==> src/rtl/adcOffCal_pkg.sv <==
package adcOffCal_pkg;
  typedef struct packed {
    logic calLoad;
    logic resLoad;
    logic corrupt;
  } dpStrobe_t;
endpackage

==> src/rtl/adcOffCalCtrl.sv <==
module adcOffCalCtrl
  import adcOffCal_pkg::*;
#(
  parameter int FRAME_CLKS = 19
) (
  input  logic      clk,
  input  logic      rstN,
  input  logic      csN,
  input  logic      sclk,
  input  logic      calPin,
  input  logic      calBitWr,
  input  logic      powerDown,
  output dpStrobe_t strobe
);
  localparam int CNT_W = $clog2(FRAME_CLKS + 1);
  localparam logic [CNT_W-1:0] LAST_EDGE = CNT_W'(FRAME_CLKS - 1);
  localparam logic [CNT_W-1:0] FULL_CNT  = CNT_W'(FRAME_CLKS);

  logic prevCs, prevSclk, prevCal;
  logic inFrame, isCal, corruptQ, calArmed;
  logic [CNT_W-1:0] edgeCnt;

  logic csFall, csRise, sclkRise, armReq, calRise, frameOpen, frameEnd;

  always_comb begin
    csFall    = prevCs & ~csN;
    csRise    = ~prevCs & csN;
    sclkRise  = ~prevSclk & sclk;
    calRise   = calPin & ~prevCal;
    armReq    = calBitWr & ~powerDown;
    frameOpen = inFrame & (edgeCnt != FULL_CNT);
    frameEnd  = frameOpen & ~csRise & sclkRise & (edgeCnt == LAST_EDGE);
    strobe.calLoad = frameEnd & isCal;
    strobe.resLoad = frameEnd & ~isCal;
    strobe.corrupt = corruptQ | ((armReq | calRise) & frameOpen);
  end

  always_ff @(posedge clk or negedge rstN) begin
    if (!rstN) begin
      prevCs   <= 1'b1;
      prevSclk <= 1'b0;
      prevCal  <= 1'b0;
      inFrame  <= 1'b0;
      isCal    <= 1'b0;
      corruptQ <= 1'b0;
      calArmed <= 1'b0;
      edgeCnt  <= '0;
    end else begin
      prevCs   <= csN;
      prevSclk <= sclk;
      prevCal  <= calPin;
      if (csFall) begin
        inFrame  <= 1'b1;
        edgeCnt  <= '0;
        isCal    <= calPin | calArmed;
        calArmed <= armReq;
        corruptQ <= armReq;
      end else begin
        if (armReq) calArmed <= 1'b1;
        if (inFrame) begin
          if (csRise) begin
            inFrame <= 1'b0;
          end else if (frameOpen) begin
            if (sclkRise) edgeCnt <= edgeCnt + 1'b1;
            if (armReq | calRise) corruptQ <= 1'b1;
          end
        end
      end
    end
  end
endmodule

==> src/rtl/adcOffCalDatapath.sv <==
module adcOffCalDatapath
  import adcOffCal_pkg::*;
#(
  parameter int DATA_W  = 14,
  parameter int OFF_LIM = 500,
  parameter int NCH     = 2,
  parameter int GAIN_W  = 3
) (
  input  logic                     clk,
  input  logic                     rstN,
  input  dpStrobe_t                strobe,
  input  logic [GAIN_W-1:0]        gainSel,
  input  logic signed [DATA_W-1:0] raw [NCH],
  output logic signed [DATA_W-1:0] res [NCH],
  output logic signed [DATA_W-1:0] off [NCH],
  output logic                     resValid,
  output logic                     resCorrupt,
  output logic                     calDone,
  output logic                     gainStale
);
  localparam logic signed [DATA_W:0]   SAT_HI = {2'b00, {(DATA_W-1){1'b1}}};
  localparam logic signed [DATA_W:0]   SAT_LO = {2'b11, {(DATA_W-1){1'b0}}};
  localparam logic signed [DATA_W-1:0] LIM_HI = DATA_W'(OFF_LIM);
  localparam logic signed [DATA_W-1:0] LIM_LO = -LIM_HI;

  logic [GAIN_W-1:0] gainAtCal;
  logic              calibrated;

  for (genvar ch = 0; ch < NCH; ch++) begin : gLane
    logic signed [DATA_W:0]   diff;
    logic signed [DATA_W-1:0] satDiff, clampRaw;

    always_comb begin
      diff = {raw[ch][DATA_W-1], raw[ch]} - {off[ch][DATA_W-1], off[ch]};
      if (diff > SAT_HI)      satDiff = SAT_HI[DATA_W-1:0];
      else if (diff < SAT_LO) satDiff = SAT_LO[DATA_W-1:0];
      else                    satDiff = diff[DATA_W-1:0];
      if (raw[ch] > LIM_HI)      clampRaw = LIM_HI;
      else if (raw[ch] < LIM_LO) clampRaw = LIM_LO;
      else                       clampRaw = raw[ch];
    end

    always_ff @(posedge clk or negedge rstN) begin
      if (!rstN) begin
        off[ch] <= '0;
        res[ch] <= '0;
      end else begin
        if (strobe.calLoad) off[ch] <= clampRaw;
        if (strobe.resLoad) res[ch] <= satDiff;
      end
    end
  end

  always_ff @(posedge clk or negedge rstN) begin
    if (!rstN) begin
      resValid   <= 1'b0;
      resCorrupt <= 1'b0;
      calDone    <= 1'b0;
      gainAtCal  <= '0;
      calibrated <= 1'b0;
    end else begin
      resValid <= strobe.resLoad;
      calDone  <= strobe.calLoad;
      if (strobe.resLoad) resCorrupt <= strobe.corrupt;
      if (strobe.calLoad) begin
        gainAtCal  <= gainSel;
        calibrated <= 1'b1;
      end
    end
  end

  assign gainStale = calibrated & (gainSel != gainAtCal);
endmodule

==> src/rtl/adc_offset_cal.sv <==
module adc_offset_cal
  import adcOffCal_pkg::*;
#(
  parameter int DATA_W     = 14,
  parameter int OFF_LIM    = 500,
  parameter int FRAME_CLKS = 19,
  parameter int GAIN_W     = 3
) (
  input  logic                     clk,
  input  logic                     rstN,
  input  logic                     csN,
  input  logic                     sclk,
  input  logic                     calPin,
  input  logic                     calBitWr,
  input  logic                     powerDown,
  input  logic [GAIN_W-1:0]        gainSel,
  input  logic signed [DATA_W-1:0] rawA,
  input  logic signed [DATA_W-1:0] rawB,
  output logic signed [DATA_W-1:0] resA,
  output logic signed [DATA_W-1:0] resB,
  output logic                     resValid,
  output logic                     resCorrupt,
  output logic                     calDone,
  output logic                     gainStale
);
  localparam int NCH = 2;

  dpStrobe_t                strobe;
  logic signed [DATA_W-1:0] rawVec [NCH];
  logic signed [DATA_W-1:0] resVec [NCH];
  logic signed [DATA_W-1:0] offVec [NCH];

  assign rawVec[0] = rawA;
  assign rawVec[1] = rawB;
  assign resA = resVec[0];
  assign resB = resVec[1];

  adcOffCalCtrl #(.FRAME_CLKS(FRAME_CLKS)) u_ctrl (
    .clk(clk), .rstN(rstN), .csN(csN), .sclk(sclk), .calPin(calPin),
    .calBitWr(calBitWr), .powerDown(powerDown), .strobe(strobe)
  );

  adcOffCalDatapath #(
    .DATA_W(DATA_W), .OFF_LIM(OFF_LIM), .NCH(NCH), .GAIN_W(GAIN_W)
  ) u_dp (
    .clk(clk), .rstN(rstN), .strobe(strobe), .gainSel(gainSel),
    .raw(rawVec), .res(resVec), .off(offVec), .resValid(resValid),
    .resCorrupt(resCorrupt), .calDone(calDone), .gainStale(gainStale)
  );
endmodule

==> config.mk <==
export PLATFORM = sky130hd
export DESIGN_NAME = adc_offset_cal
export DESIGN_NICKNAME = d
export VERILOG_FILES = /design/src/rtl/adcOffCal_pkg.sv /design/src/rtl/adcOffCalCtrl.sv /design/src/rtl/adcOffCalDatapath.sv /design/src/rtl/adc_offset_cal.sv
export SDC_FILE = /design/constraint.sdc
export NUM_CORES = 1
export LEC_CHECK = 0
export BUFFER_PORTS_ARGS = -buffer_cell sky130_fd_sc_hd__buf_2
export CELL_PAD_IN_SITES_DETAIL_PLACEMENT = 0
export CELL_PAD_IN_SITES_GLOBAL_PLACEMENT = 2
export CORE_MARGIN = 2
export CORE_UTILIZATION = 37
export CTS_BUF_LIST = sky130_fd_sc_hd__clkbuf_4 sky130_fd_sc_hd__clkbuf_8 sky130_fd_sc_hd__clkbuf_16
export CTS_CLUSTER_DIAMETER = 150
export CTS_CLUSTER_SIZE = 14
export DETAILED_ROUTE_END_ITERATION = 6
export PLACE_DENSITY_LB_ADDON = 0.12
export SLEW_MARGIN = 15
export SYNTH_ARGS = -nofsm -noshare
export SYNTH_HDL_FRONTEND = slang
export SYNTH_SLANG_ARGS = --single-unit
export TNS_END_PERCENT = 100
==> constraint.sdc <==
create_clock -name clk -period 6.6 [get_ports clk]
set_input_delay 1.32 -clock clk [delete_from_list [all_inputs] [get_ports clk]]
set_output_delay 1.32 -clock clk [all_outputs]
set_load 0.01 [all_outputs]
### Yosys cells after proc, flatten, opt, wreduce, memory -nomap -nowiden

Index checks and enable logic that the tools add are counted.

* bits in registers: 75
* bits of input ports: 38
* output and inout port bits: 32
* word-level logic and storage cells: 85

* $add $sub $neg: 3
* order comparisons: 8
* equality and inequality tests: 4
* mux-type cells: 23
* bitwise operators: 23
* reductions and logical operators: 7

Operators with widths (count)
* two-way mux 14 bit: 8
* > comparator 15 x 14 -> 1 bit, second input constant: 2
* < comparator 15 x 14 -> 1 bit, second input constant: 2
* subtractor 14 x 14 -> 15 bit: 2
* > comparator 14 x 10 -> 1 bit, second input constant: 2
* < comparator 14 x 10 -> 1 bit, second input constant: 2
* two-way mux 5 bit: 5
* AND 1 bit: 13
* two-way mux 1 bit: 10
* nonzero test 2 bit: 5
* AND reduction 4 bit: 2
* NOT 1 bit: 7
* adder 5 x 1 -> 5 bit, second input constant: 1
* == test 5 bit, second input constant: 1
* != test 5 bit, second input constant: 1
* != test 3 bit: 1
* OR 1 bit: 3
* != test 2 x 1 -> 1 bit, second input constant: 1

### Depth between registers and ports, before layout

* depth in word-level cells: 8
* mapped depth: 12
* gate-level depth less buffers: 11

### Hierarchy

Synthesis repeated with hierarchy kept, for this count alone.

* cell total of the unflattened synthesis: 508
* area total of the unflattened synthesis: 4814.6 um^2

Modules (own cells, without submodules)
* adcOffCalDatapath: instances 1, cells an instance 450, area an instance 4234.1 um^2, sequential area each 1576.5 um^2
* adcOffCalCtrl: instances 1, cells an instance 58, area an instance 580.6 um^2, sequential area each 301.5 um^2

### Worst setup path after synthesis

Ideal clock, no wire load.

* path type: input-to-reg
* start: input rawB[0]
* end: register u_dp.res[1] (netlist bit)
* library setup time: 65 ps
* arrival: 3379 ps
* required time: 6535 ps
* path slack: 3156 ps
* cell stages on the path: 12
* buffers on the path: 1
* cell sequence: inv_1 -> ha_1 -> fa_1 -> nand2b_1 -> a21oi_1 -> o31a_1 -> o2111ai_1 -> a21oi_2 -> and2_1 -> buf_6 -> nand2b_1 -> a22o_1

* cells in the longest elaborated chain, start to end: 4
* elaborated cells on any way between the ends: 5
* those cells by class: add/sub (1); order compare (2); mux (2)

RTL lines
* start: declaration: line adc_offset_cal.sv:18 `input logic signed [DATA_W-1:0] rawB,`
* subtractor 14 x 14 -> 15 bit *: line adcOffCalDatapath.sv:34 `diff = {raw[ch][DATA_W-1], raw[ch]} - {off[ch][DATA_W-1], off[ch]};`
* < comparator 15 x 14 -> 1 bit: line adcOffCalDatapath.sv:36 `else if (diff < SAT_LO) satDiff = SAT_LO[DATA_W-1:0];`
* two-way mux 14 bit: line adcOffCalDatapath.sv:36
* two-way mux 14 bit *: line adcOffCalDatapath.sv:35 `if (diff > SAT_HI) satDiff = SAT_HI[DATA_W-1:0];`
* end signal: indexed assignment: line adcOffCalDatapath.sv:49 `if (strobe.resLoad) res[ch] <= satDiff;`
* end: declaration: line adcOffCalDatapath.sv:14 `output logic signed [DATA_W-1:0] res [NCH],`

Mark *: on every way between the ends. The rest lies on a longest branch, timed or not.
A chain may end at the register's enable or synchronous reset.

### Final worst setup path

* start: input rawB[0]
* end: register u_dp.res[0] (netlist bit)

The elaborated chain is that of the path after synthesis.

==> flow_metrics.py <==
metrics = {
    "yosys": {
        "synthTopCellsByArea": "dfrtp_1 (39%), ha_1 (8.5%), a21oi_1 (5.2%)",
        "yosysWarnings": 0,
        "syn_avg_cell_area_um2": 8.62,
        "ys_seq_area_frac": 0.399,
        "synth_nets": 618,
        "synth_cell_types": 58,
        "netlist_instances": 546,
        "ys_top_cells_by_count": "dfrtp_1 (74), nor2_1 (65), nand2_1 (57)",
        "synthArstFlopShare": 1.00,
        "yosysTopAreaCell": "dfrtp_1",
        "synth_edf_count": 0,
        "synth_most_common_cell": "dfrtp_1",
        "synth_top_area_share": 0.393,
        "syn_area_mm2": 0.00471,
        "ys_ff_latch": 75,
        "synthFlopType": "dfrtp_1",
    },
    "setup_path": {
        "crit_path_start_kind": "input port",
        "cp-end-kind": "flop",
        "cpMostUsedCell": "nand2b_1",
        "slowest_stage": "and2_1",
        "path_delay_family": "compound AO/OA/AOI/OAI gates",
        "cp_max_fo": 10,
        "path_class": "in2reg",
        "required_ns": 6.89,
        "crit_arrival_ns": 3.86,
        "worst-path-buf-inv": 2,
        "slowest_delay_ns": 0.39,
        "path_cells": "buf_2, inv_1, ha_1, fa_1, nand2b_1, a21oi_1, o31a_1, o2111ai_1, a21oi_2, and2_1, nand2b_1, a22o_1",
    },
    "grt": {
        "use_met1": 0.244,
        "grt_pass1_vias": 4091,
        "grt-busiest-layer": "met2",
        "grt_overflow": 0,
        "grt_max_degree": 76,
        "antenna_found_initial": 0,
        "grt_pass1_wl_mm": 20.5,
        "grtUsageTotal": 0.195,
        "use_met3": 0.0314,
        "use_met2": 0.336,
    },
    "power_and_ir_drop": {
        "powerDensity_mw_per_mm2": 210,
        "p_comb_frac": 0.122,
        "p_sw_uw": 297,
        "sequentialPowerShare": 0.404,
        "p_int_uw": 868,
        "clkPwrFrac": 0.474,
        "ir_worst_vdd_v": 0.000111,
        "p_sw_frac": 0.255,
        "cellLeakagePower_uw": 0.00276,
    },
    "cells_and_area": {
        "drive_above_1_share": 0.179,
        "area_delta_synth_final_pct": 17.8,
        "num_antenna_cells": 0,
        "stdcell_area_mm2": 0.00555,
        "fill_cells": 1315,
        "nNetsFinal": 683,
        "regArea_mm2": 0.00188,
        "multiInputGateArea_mm2": 0.00259,
    },
    "detailed_routing": {
        "detail-route-antenna-nets": 0,
        "drt_first_pass_iters": 6,
        "via_count": 4033,
        "drt-initial-drc-count": 131,
        "wirelength_mm": 12.4,
        "wl_per_cell_um": 15.7,
        "drcViolationCount": 0,
        "via_per_inst": 5.12,
    },
    "die": {
        "rows": 41,
        "die_h_um": 117,
        "die-area_mm2": 0.0136,
        "core-area_mm2": 0.0125,
        "io-pin-count": 70,
        "chipWidth_um": 117,
        "initial_core_util": 0.376,
    },
    "clocking": {
        "clock_path_buffers": 2,
        "cts_setup_buffers": 0,
        "cts_max_level": 3,
        "clkLatencyLatePin_ns": 0.34,
        "path_clk_slew_ns": 0.06,
        "cts_buffers": 9,
        "clock_sinks": 75,
        "root_buffer": "clkbuf_16",
        "post_cts_resized": 0,
        "cts_tree": "done",
        "cts_hold_buf": 0,
    },
    "timing": {
        "setup_viol": 0,
        "worstMarginPinSlew_ns": 0.978,
        "grt_setup_unrepaired": "no",
        "slew_headroom": 0.348,
        "max_freq_ghz": 0.280,
        "drv_slew": 0,
        "post-route-period-util": 0.541,
        "fin_tns_setup_ns": 0,
        "layout_min_cycle_time_ns": 3.57,
        "hold_viol": 0,
        "finClkSkew_ns": 0.00589,
    },
    "outcome": {
        "outcome": "finished clean",
    },
    "job": {
        "max-cap-violations": 0,
    },
    "place": {
        "place_area_mm2": 0.00522,
        "dp_hpwl_mm": 9.31,
        "gp_congestion": 0.833,
        "io_buffers": 69,
    },
    "min_path": {
        "hold_class": "reg2reg",
    },
}
-- per-stage QoR --
| step | hold WS [ns] | setup WS (ns) | total power (uW) | instances | util |
|---|---|---|---|---|---|
| 3_5_place_dp | 0.453 | 2.69 | 623 | 772 | 0.417 |
| 4_1_cts | 0.472 | 3.02 | 1180 | 788 | 0.443 |
| 3_3_place_gp | 0.452 | 2.74 | 622 | 772 | 0.417 |
| 6_report | 0.473 | 3.03 | 1170 | 788 | 0.443 |
| 2_1_floorplan | 0.435 | 3.16 | 569 | 546 | - |
| 5_1_grt | 0.484 | 2.76 | 1220 | 788 | 0.443 |
-- final timing paths --
| kind | startpoint | depth (start not counted) | slack, ns | to |
|---|---|---|---|---|
| hold reg to reg | u_dp.calibrated | 1 | 0.47 | u_dp.calibrated |
| setup / recovery | rawB[0] | 12 | 3.03 | u_dp.res[0] |
| hold / removal | u_dp.calibrated | 1 | 0.47 | u_dp.calibrated |
| setup reg to reg | u_dp.off[0] | 10 | 3.78 | u_dp.res[0] |
| max in group asynchronous | rstN | 1 | 4.84 | u_dp.off[2] |
| min in group asynchronous | rstN | 1 | 1.12 | u_dp.off[24] |
-- cell families (layout without fill, tap and decap cells) --
group / count (synthesis) / in the layout / synth area share
adders and majority gates: 36 / 36 / 0.0983
buffers and inverters: 62 / 132 / 0.0521
xor gates and xnor gates: 21 / 21 / 0.0391
muxes: 6 / 6 / 0.0146
AOI/OAI and AO/OA: 148 / 148 / 0.198
and+or+nand+nor: 198 / 198 / 0.199
DFF: 75 / 75 / 0.399
-- sequential cells by signal, summed over array words and instances, names as in the netlist --
name             cells
u_ctrl.corruptQ      1
u_ctrl.calArmed      1
u_dp.res            28
u_dp.calDone         1
u_ctrl.prevCs        1
u_ctrl.isCal         1
u_dp.off            28
u_ctrl.edgeCnt       5
u_dp.gainAtCal       3
u_ctrl.inFrame       1
u_dp.resCorrupt      1
u_ctrl.prevCal       1
u_dp.calibrated      1
u_ctrl.prevSclk      1
u_dp.resValid        1
-- power groups by stage --
stage	combinational (uW)	clock, uW	sequential (uW)
2_1_floorplan	91.2	0	478
4_1_cts	145	563	471
3_3_place_gp	143	0	479
5_1_grt	161	586	471
3_5_place_dp	144	0	479
6_report	142	553	471
-- area by class of cell --
class	count	area share
repair buffers	71	0.0654
clock buffers	11	0.0444
inverters	45	0.0305
flip-flops and latches	75	0.339
multi-input cells	409	0.467
well taps	172	0.0388
clock inverters	5	0.0151
-- cell usage in the layout, fill, tap and decap left out, drive strengths merged, types with 3 or more instances in the layout --
master	instances
nand2	57
xor2	11
o2111ai	4
a21oi	53
a31oi	4
dfrtp	74
or3	13
buf	71
inv	46
o31a	3
and3	5
o211ai	3
a21o	6
nor4	8
a211o	3
nand2b	14
clkbuf	11
nor2	65
mux2	4
nand3b	5
o21a	9
nand4	5
xnor2	10
nor2b	5
nand3	9
ha	32
nor3	7
o21ai	50
-- routing by layer --
metal  vias to the layer above  part of all wire
met1                      1928              0.45
met5                         -                 0
met4                         0             0.022
met2                        62              0.49
met3                        21             0.031
li1                       2022                 -
Note: power is estimated with default switching activity, not from simulation.
